**src/rtl/sdr_seq_pkg.sv**
```systemverilog
package sdr_seq_pkg;

    typedef enum logic [1:0] {
        CMD_NOP       = 2'd0,
        CMD_PRECHARGE = 2'd1,
        CMD_REFRESH   = 2'd2,
        CMD_MODE      = 2'd3
    } sdr_cmd_e;

    typedef enum logic [2:0] {
        ST_IDLE,
        ST_POWERUP,
        ST_PRECHARGE,
        ST_MODE_A,
        ST_REFRESH,
        ST_MODE_B,
        ST_GAP,
        ST_READY
    } seq_state_e;

    localparam int A10_BIT = 10;

endpackage

```
**src/rtl/sdr_gap_counter.sv**
```systemverilog
module sdr_gap_counter #(
    parameter int CNT_W = 14
) (
    input  logic             clk,
    input  logic             rst_n,
    input  logic             load,
    input  logic [CNT_W-1:0] load_val,
    output logic             zero
);

    logic [CNT_W-1:0] cnt_q;

    always_ff @(posedge clk or negedge rst_n) begin
        if (!rst_n) begin
            cnt_q <= '0;
        end else if (load) begin
            cnt_q <= load_val;
        end else if (cnt_q != '0) begin
            cnt_q <= cnt_q - CNT_W'(1);
        end
    end

    assign zero = (cnt_q == '0);

endmodule

```
**src/rtl/sdr_refresh_timer.sv**
```systemverilog
module sdr_refresh_timer #(
    parameter int REF_TICKS = 195,
    parameter int FAST_DIV  = 8
) (
    input  logic clk,
    input  logic rst_n,
    input  logic en,
    input  logic slow,
    input  logic ack,
    output logic req
);

    localparam int PRE_W  = $clog2(2 * FAST_DIV);
    localparam int TICK_W = $clog2(REF_TICKS + 1);
    localparam logic [PRE_W-1:0]  FAST_LIM  = PRE_W'(FAST_DIV - 1);
    localparam logic [PRE_W-1:0]  SLOW_LIM  = PRE_W'(2 * FAST_DIV - 1);
    localparam logic [TICK_W-1:0] TICK_LAST = TICK_W'(REF_TICKS - 1);

    logic [PRE_W-1:0]  pre_q;
    logic [TICK_W-1:0] tick_q;
    logic              pend_q;
    logic [PRE_W-1:0]  pre_lim;
    logic              pre_wrap;
    logic              expire;

    assign pre_lim  = slow ? SLOW_LIM : FAST_LIM;
    assign pre_wrap = (pre_q >= pre_lim);
    assign expire   = pre_wrap && (tick_q == TICK_LAST);

    always_ff @(posedge clk or negedge rst_n) begin
        if (!rst_n) begin
            pre_q  <= '0;
            tick_q <= '0;
            pend_q <= 1'b0;
        end else if (!en) begin
            pre_q  <= '0;
            tick_q <= '0;
            pend_q <= 1'b0;
        end else begin
            if (pre_wrap) begin
                pre_q  <= '0;
                tick_q <= (tick_q == TICK_LAST) ? '0 : tick_q + TICK_W'(1);
            end else begin
                pre_q <= pre_q + PRE_W'(1);
            end
            if (expire) begin
                pend_q <= 1'b1;
            end else if (ack) begin
                pend_q <= 1'b0;
            end
        end
    end

    assign req = pend_q;

endmodule

```
**src/rtl/sdr_seq_fsm.sv**
```systemverilog
module sdr_seq_fsm
    import sdr_seq_pkg::*;
#(
    parameter int ADDR_W     = 13,
    parameter int CNT_W      = 14,
    parameter int WAIT_CYC   = 10000,
    parameter int TRP_NOPS   = 2,
    parameter int TRFC_NOPS  = 7,
    parameter int TMRD_NOPS  = 2,
    parameter int INIT_REFS  = 8,
    parameter int BURST_REFS = 4,
    parameter int MODE_WORD  = 'h22
) (
    input  logic              clk,
    input  logic              rst_n,
    input  logic              start,
    input  logic              gap_zero,
    input  logic              ref_req,
    output logic              gap_load,
    output logic [CNT_W-1:0]  gap_val,
    output logic              ref_ack,
    output logic [1:0]        cmd,
    output logic [ADDR_W-1:0] addr,
    output logic              init_done
);

    localparam int RC_W = $clog2(INIT_REFS + 1);
    localparam logic [RC_W-1:0] INIT_TGT  = RC_W'(INIT_REFS);
    localparam logic [RC_W-1:0] BURST_TGT = RC_W'(BURST_REFS);

    seq_state_e      state_q, state_d;
    seq_state_e      ret_q, ret_d;
    logic [RC_W-1:0] refs_q, refs_d, refs_nx, refs_tgt;
    logic            done_q, done_d;

    assign refs_nx  = refs_q + RC_W'(1);
    assign refs_tgt = done_q ? BURST_TGT : INIT_TGT;

    // next-state logic
    always_comb begin
        state_d = state_q;
        ret_d   = ret_q;
        refs_d  = refs_q;
        done_d  = done_q;
        unique case (state_q)
            ST_IDLE:      if (start) state_d = ST_POWERUP;
            ST_POWERUP:   if (gap_zero) state_d = ST_PRECHARGE;
            ST_PRECHARGE: begin
                state_d = ST_GAP;
                ret_d   = ST_MODE_A;
            end
            ST_MODE_A: begin
                state_d = ST_GAP;
                ret_d   = ST_REFRESH;
                refs_d  = '0;
            end
            ST_REFRESH: begin
                state_d = ST_GAP;
                refs_d  = refs_nx;
                if (refs_nx == refs_tgt) begin
                    ret_d = done_q ? ST_READY : ST_MODE_B;
                end else begin
                    ret_d = ST_REFRESH;
                end
            end
            ST_MODE_B: begin
                state_d = ST_GAP;
                ret_d   = ST_READY;
                done_d  = 1'b1;
            end
            ST_GAP:       if (gap_zero) state_d = ret_q;
            ST_READY: begin
                if (ref_req) begin
                    state_d = ST_REFRESH;
                    refs_d  = '0;
                end
            end
            default:      state_d = ST_IDLE;
        endcase
    end

    // state register
    always_ff @(posedge clk or negedge rst_n) begin
        if (!rst_n) begin
            state_q <= ST_IDLE;
            ret_q   <= ST_IDLE;
            refs_q  <= '0;
            done_q  <= 1'b0;
        end else begin
            state_q <= state_d;
            ret_q   <= ret_d;
            refs_q  <= refs_d;
            done_q  <= done_d;
        end
    end

    // outputs
    always_comb begin
        cmd      = CMD_NOP;
        addr     = '0;
        gap_load = 1'b0;
        gap_val  = '0;
        ref_ack  = 1'b0;
        unique case (state_q)
            ST_IDLE: begin
                gap_load = start;
                gap_val  = CNT_W'(WAIT_CYC - 1);
            end
            ST_PRECHARGE: begin
                cmd           = CMD_PRECHARGE;
                addr[A10_BIT] = 1'b1;
                gap_load      = 1'b1;
                gap_val       = CNT_W'(TRP_NOPS - 1);
            end
            ST_MODE_A, ST_MODE_B: begin
                cmd      = CMD_MODE;
                addr     = ADDR_W'(MODE_WORD);
                gap_load = 1'b1;
                gap_val  = CNT_W'(TMRD_NOPS - 1);
            end
            ST_REFRESH: begin
                cmd      = CMD_REFRESH;
                gap_load = 1'b1;
                gap_val  = CNT_W'(TRFC_NOPS - 1);
            end
            ST_READY:   ref_ack = ref_req;
            ST_POWERUP, ST_GAP: begin
                cmd = CMD_NOP;
            end
            default:    cmd = CMD_NOP;
        endcase
    end

    assign init_done = done_q;

endmodule

```
**src/rtl/sdr_bringup_seq.sv**
```systemverilog
module sdr_bringup_seq #(
    parameter int CLK_HZ           = 50_000_000,
    parameter int POWERUP_US       = 200,
    parameter int REFRESH_TENTH_US = 312,
    parameter int FAST_DIV         = 8,
    parameter int TRP_NOPS         = 2,
    parameter int TRFC_NOPS        = 7,
    parameter int TMRD_NOPS        = 2,
    parameter int INIT_REFS        = 8,
    parameter int BURST_REFS       = 4,
    parameter int ADDR_W           = 13,
    parameter int MODE_WORD        = 'h22
) (
    input  logic              clk,
    input  logic              rst_n,
    input  logic              start,
    input  logic              slow_refresh,
    output logic [1:0]        sdr_cmd,
    output logic [ADDR_W-1:0] sdr_addr,
    output logic              init_done
);

    localparam int WAIT_CYC  = (CLK_HZ / 1_000_000) * POWERUP_US;
    localparam int REF_TICKS = (CLK_HZ / 1000) * REFRESH_TENTH_US / (10_000 * FAST_DIV);
    localparam int CNT_W     = $clog2(WAIT_CYC + 1);

    logic             gap_load;
    logic [CNT_W-1:0] gap_val;
    logic             gap_zero;
    logic             ref_req;
    logic             ref_ack;

    sdr_gap_counter #(
        .CNT_W (CNT_W)
    ) u_gap (
        .clk      (clk),
        .rst_n    (rst_n),
        .load     (gap_load),
        .load_val (gap_val),
        .zero     (gap_zero)
    );

    sdr_refresh_timer #(
        .REF_TICKS (REF_TICKS),
        .FAST_DIV  (FAST_DIV)
    ) u_timer (
        .clk   (clk),
        .rst_n (rst_n),
        .en    (init_done),
        .slow  (slow_refresh),
        .ack   (ref_ack),
        .req   (ref_req)
    );

    sdr_seq_fsm #(
        .ADDR_W     (ADDR_W),
        .CNT_W      (CNT_W),
        .WAIT_CYC   (WAIT_CYC),
        .TRP_NOPS   (TRP_NOPS),
        .TRFC_NOPS  (TRFC_NOPS),
        .TMRD_NOPS  (TMRD_NOPS),
        .INIT_REFS  (INIT_REFS),
        .BURST_REFS (BURST_REFS),
        .MODE_WORD  (MODE_WORD)
    ) u_fsm (
        .clk       (clk),
        .rst_n     (rst_n),
        .start     (start),
        .gap_zero  (gap_zero),
        .ref_req   (ref_req),
        .gap_load  (gap_load),
        .gap_val   (gap_val),
        .ref_ack   (ref_ack),
        .cmd       (sdr_cmd),
        .addr      (sdr_addr),
        .init_done (init_done)
    );

endmodule

```
**config.mk**
```make
export PLATFORM = sky130hd
export DESIGN_NAME = sdr_bringup_seq
export DESIGN_NICKNAME = d
export VERILOG_FILES = /design/src/rtl/sdr_seq_pkg.sv /design/src/rtl/sdr_gap_counter.sv /design/src/rtl/sdr_refresh_timer.sv /design/src/rtl/sdr_seq_fsm.sv /design/src/rtl/sdr_bringup_seq.sv
export SDC_FILE = /design/constraint.sdc
export NUM_CORES = 1
export LEC_CHECK = 0
export BUFFER_PORTS_ARGS = -buffer_cell sky130_fd_sc_hd__buf_2
export CAP_MARGIN = 20
export CORE_ASPECT_RATIO = 0.7
export CORE_MARGIN = 5
export CORE_UTILIZATION = 45
export CTS_CLUSTER_SIZE = 16
export DETAILED_ROUTE_END_ITERATION = 8
export PLACE_DENSITY_LB_ADDON = 0.3
export SLEW_MARGIN = 10
export SYNTH_ARGS = -nofsm -noshare
export SYNTH_HDL_FRONTEND = slang
export SYNTH_SLANG_ARGS = --single-unit
```
**constraint.sdc**
```tcl
create_clock -name clk -period 2.8 [get_ports clk]
set_input_delay 0 -clock clk [delete_from_list [all_inputs] [get_ports clk]]
set_output_delay 0 -clock clk [all_outputs]
set_load 0.005 [all_outputs]
```
==> reports/qor.yml <==
status: "completed"
p_per_area_mw_per_mm2: 1150
fin_crit_sh: 0.743
diodes: 0
start_util: 0.469
cp_max_fo: 20
antenna_found_initial: 0
num_rows: 22
ios: 20
whs_ns: 0.191
p_sw_uw: 1400
placed_cell_area_sq_mm: 0.00251
cts_setup_buffers: 0
cts_tree: "yes"
drc: 0
synth_cell_type_count: 58
synth-seq-cells: 38
grt_pass1_wl_mm: 8.94
drtIter0Drc: 100
cp_cell_sequence: "ha_1 -> inv_1 -> nor2_1 -> nand2_1 -> o21ai_0"
cp.arrival_ns: 2.29
ant_nets: 0
clockPowerShare: 0.135
syn-cell-area_sq_mm: 0.00249
crit_buf_inv: 1
h-tree-depth: 2
cp_slowest_cell: "dfrtp_1"
root_buffer: "clkbuf_8"
clkSinkCount: 38
setup_viol: 0
crit_path_start_kind: "flip-flop"
insertion_delay_ns: 0.30
finalInstanceArea_sq_mm: 0.00262
vias: 2013
worstMarginPinSlew_ns: 0.857
swShare: 0.463
drive_above_1_share: 0.108
yosys_most_used_dff: "dfrtp_1"
fin_nets: 292
grt_start_max_net_pins: 39
hold_viol_final: 0
min_period_ns: 2.08
slew_violations: 0
place.gp.congestion: 0.855
cts_max_path_buffers: 2
max-vdd-ir-drop_mv: 0.581
hold_path.class: "primary input to flip-flop"
p_int_uw: 1620
yosys_warnings: 0
syn_inst: 274
drt_wl_total_mm: 5.14
synthArstFlopShare: 1.00
die_w_um: 98.9
finalWorstSetupSlack_ns: 0.719
end_kind: "flip-flop"
fillers: 500
dpl.hpwl_mm: 3.57
post_drt_wl_per_cell_um: 14.7
via_per_inst: 5.74
p_leak_uw: 0.00114
io_buffer_count: 9
critPathMaxStageDelay_ns: 0.60
cts.reportedPaths.clkPinSlew_ns: 0.08
grt_overflow: 0
cts_made_buffers: 5
ys_seq_area_frac: 0.382
rsz0062_at_grt: "false"
multi_input_area_sq_mm: 0.00138
synth.top_cell.area_share: 0.382
power.share.combinational: 0.521
yosysTopAreaCell: "dfrtp_1"
first_global_vias: 1833
max_freq_ghz: 0.480
first_pass_iters: 4
avgSynthCellArea_sq_um: 9.09
synthTopCellsByArea: "dfrtp_1 (38%), ha_1 (5.0%), buf_4 (3.6%)"
pre_cts_slack_ns: 0.716
relSlewSlack: 0.429
finClkSkew_ns: 0.0106
critPathTopFamily: "flip-flops"
worstSetupPathType: "flip-flop to flip-flop"
power_frac_seq: 0.345
core_area_sq_mm: 0.00531
synth_edf_count: 0
fin_tns_setup_ns: 0
maxCapViolations: 0
regArea_sq_um: 951
cp.required_ns: 3.01
syn_to_final_growth_pct: 5.03
die_h_um: 72.2
grt.total_usage: 0.155
dieArea_sq_mm: 0.00714
-- flip-flops by register name, summed over array words and instances (netlist names) --
| name | count |
|---|---|
| u_fsm.refs_q | 4 |
| u_timer.tick_q | 8 |
| u_timer.pre_q | 4 |
| u_fsm.init_done | 1 |
| u_gap.cnt_q | 14 |
| u_fsm.ret_q | 3 |
| u_timer.req | 1 |
| u_fsm.state_q | 3 |
-- path summary, 6_finish.rpt --
| kind | start | slack [ns] | endpoint | depth (start not counted) |
|---|---|---|---|---|
| worst max-delay path | u_fsm.state_q[2] | 0.72 | u_gap.cnt_q[9] | 5 |
| worst min-delay path | start | 0.19 | u_gap.cnt_q[10] | 3 |
| worst max register to register | u_fsm.state_q[2] | 0.72 | u_gap.cnt_q[9] | 5 |
| worst min register to register | u_timer.pre_q[0] | 0.46 | u_timer.pre_q[0] | 1 |
| max in group asynchronous | rst_n | 1.90 | u_fsm.state_q[1] | 2 |
| min in group asynchronous | rst_n | 0.35 | u_fsm.ret_q[1] | 2 |
-- through the flow --
| stage | std cells | total power (uW) | util |
|---|---|---|---|
| global placement | 342 | 2580 | 0.472 |
| finish | 351 | 3020 | 0.492 |
| floorplan | 283 | 2270 | - |
| detailed placement | 342 | 2600 | 0.472 |
| global route | 351 | 3300 | 0.492 |
| CTS | 351 | 3010 | 0.492 |
-- cells by family (layout without fill, tap and decap cells) --
kind of cell / Yosys count / in the layout / synth area share
AND/OR/NAND/NOR: 104 / 104 / 0.238
AO/OA/AOI/OAI: 73 / 73 / 0.198
flip-flops: 38 / 38 / 0.382
buffers and inverters: 34 / 30 / 0.0794
XOR/XNOR: 12 / 12 / 0.0422
adder cells (fa/ha/maj): 10 / 10 / 0.0503
multiplexers: 2 / 2 / 0.00804
other: 1 / 10 / 0.00151
-- per-layer routing --
metal	share of wire	GRT usage	vias to the layer above
li1	-	-	1000
met1	0.54	0.236	965
met2	0.40	0.211	41
met3	0.051	0.0403	7
met4	0.010	0.0455	0
met5	0	0	-
-- power by group through the flow --
stage	clock network (uW)	registers [uW]	logic (uW)
global route	444	1080	1780
floorplan	0	937	1340
detailed placement	0	1040	1560
global placement	0	1040	1540
CTS	415	1030	1560
finish	406	1040	1570
-- worst register-to-register path: stages, from the launching register on --
cell and delay, ns:
dfrtp_1 0.60, ha_1 0.60, inv_1 0.16, nor2_1 0.33, nand2_1 0.15, o21ai_0 0.17
-- timing repair --
| item | in CTS | in global routing |
|---|---|---|
| hold endpoints to repair | 38 | 0 |
| resized for setup | 0 | 0 |
| hold buffers | 1 | 0 |
-- cell usage in the layout, fill, tap and decap left out, types with 9 or more instances in the layout --
cell     instances
dfrtp_1         38
a21oi_1         17
inv_1           11
o21ai_0         16
buf_2            9
conb_1          10
nand2_1         22
nor2_1          19
ha_1            10
-- synthesized netlist by cell type (all sizes together), types with 3 or more instances --
cell	n
or4	3
inv	11
nor2	19
xor2	8
a31oi	4
nand3	8
a31o	4
nand2	22
ha	10
and4	3
clkbuf	8
dfrtp	38
buf	15
a211oi	3
xnor2	4
nor3	9
nand2b	4
a21oi	17
o21ai	16
nor2b	8
nand4	6
or3	6
a22o	3
nor4	4
o31ai	5
-- final cells by class --
cell class,count,area share
multi-input cells,211,0.526
flip-flops and latches,38,0.364
well taps,72,0.0344
clock buffers,6,0.0316
repair buffers,11,0.0239
inverters,11,0.0158
clock inverters,2,0.00478
No activity file was read; power rests on OpenSTA's default activity.
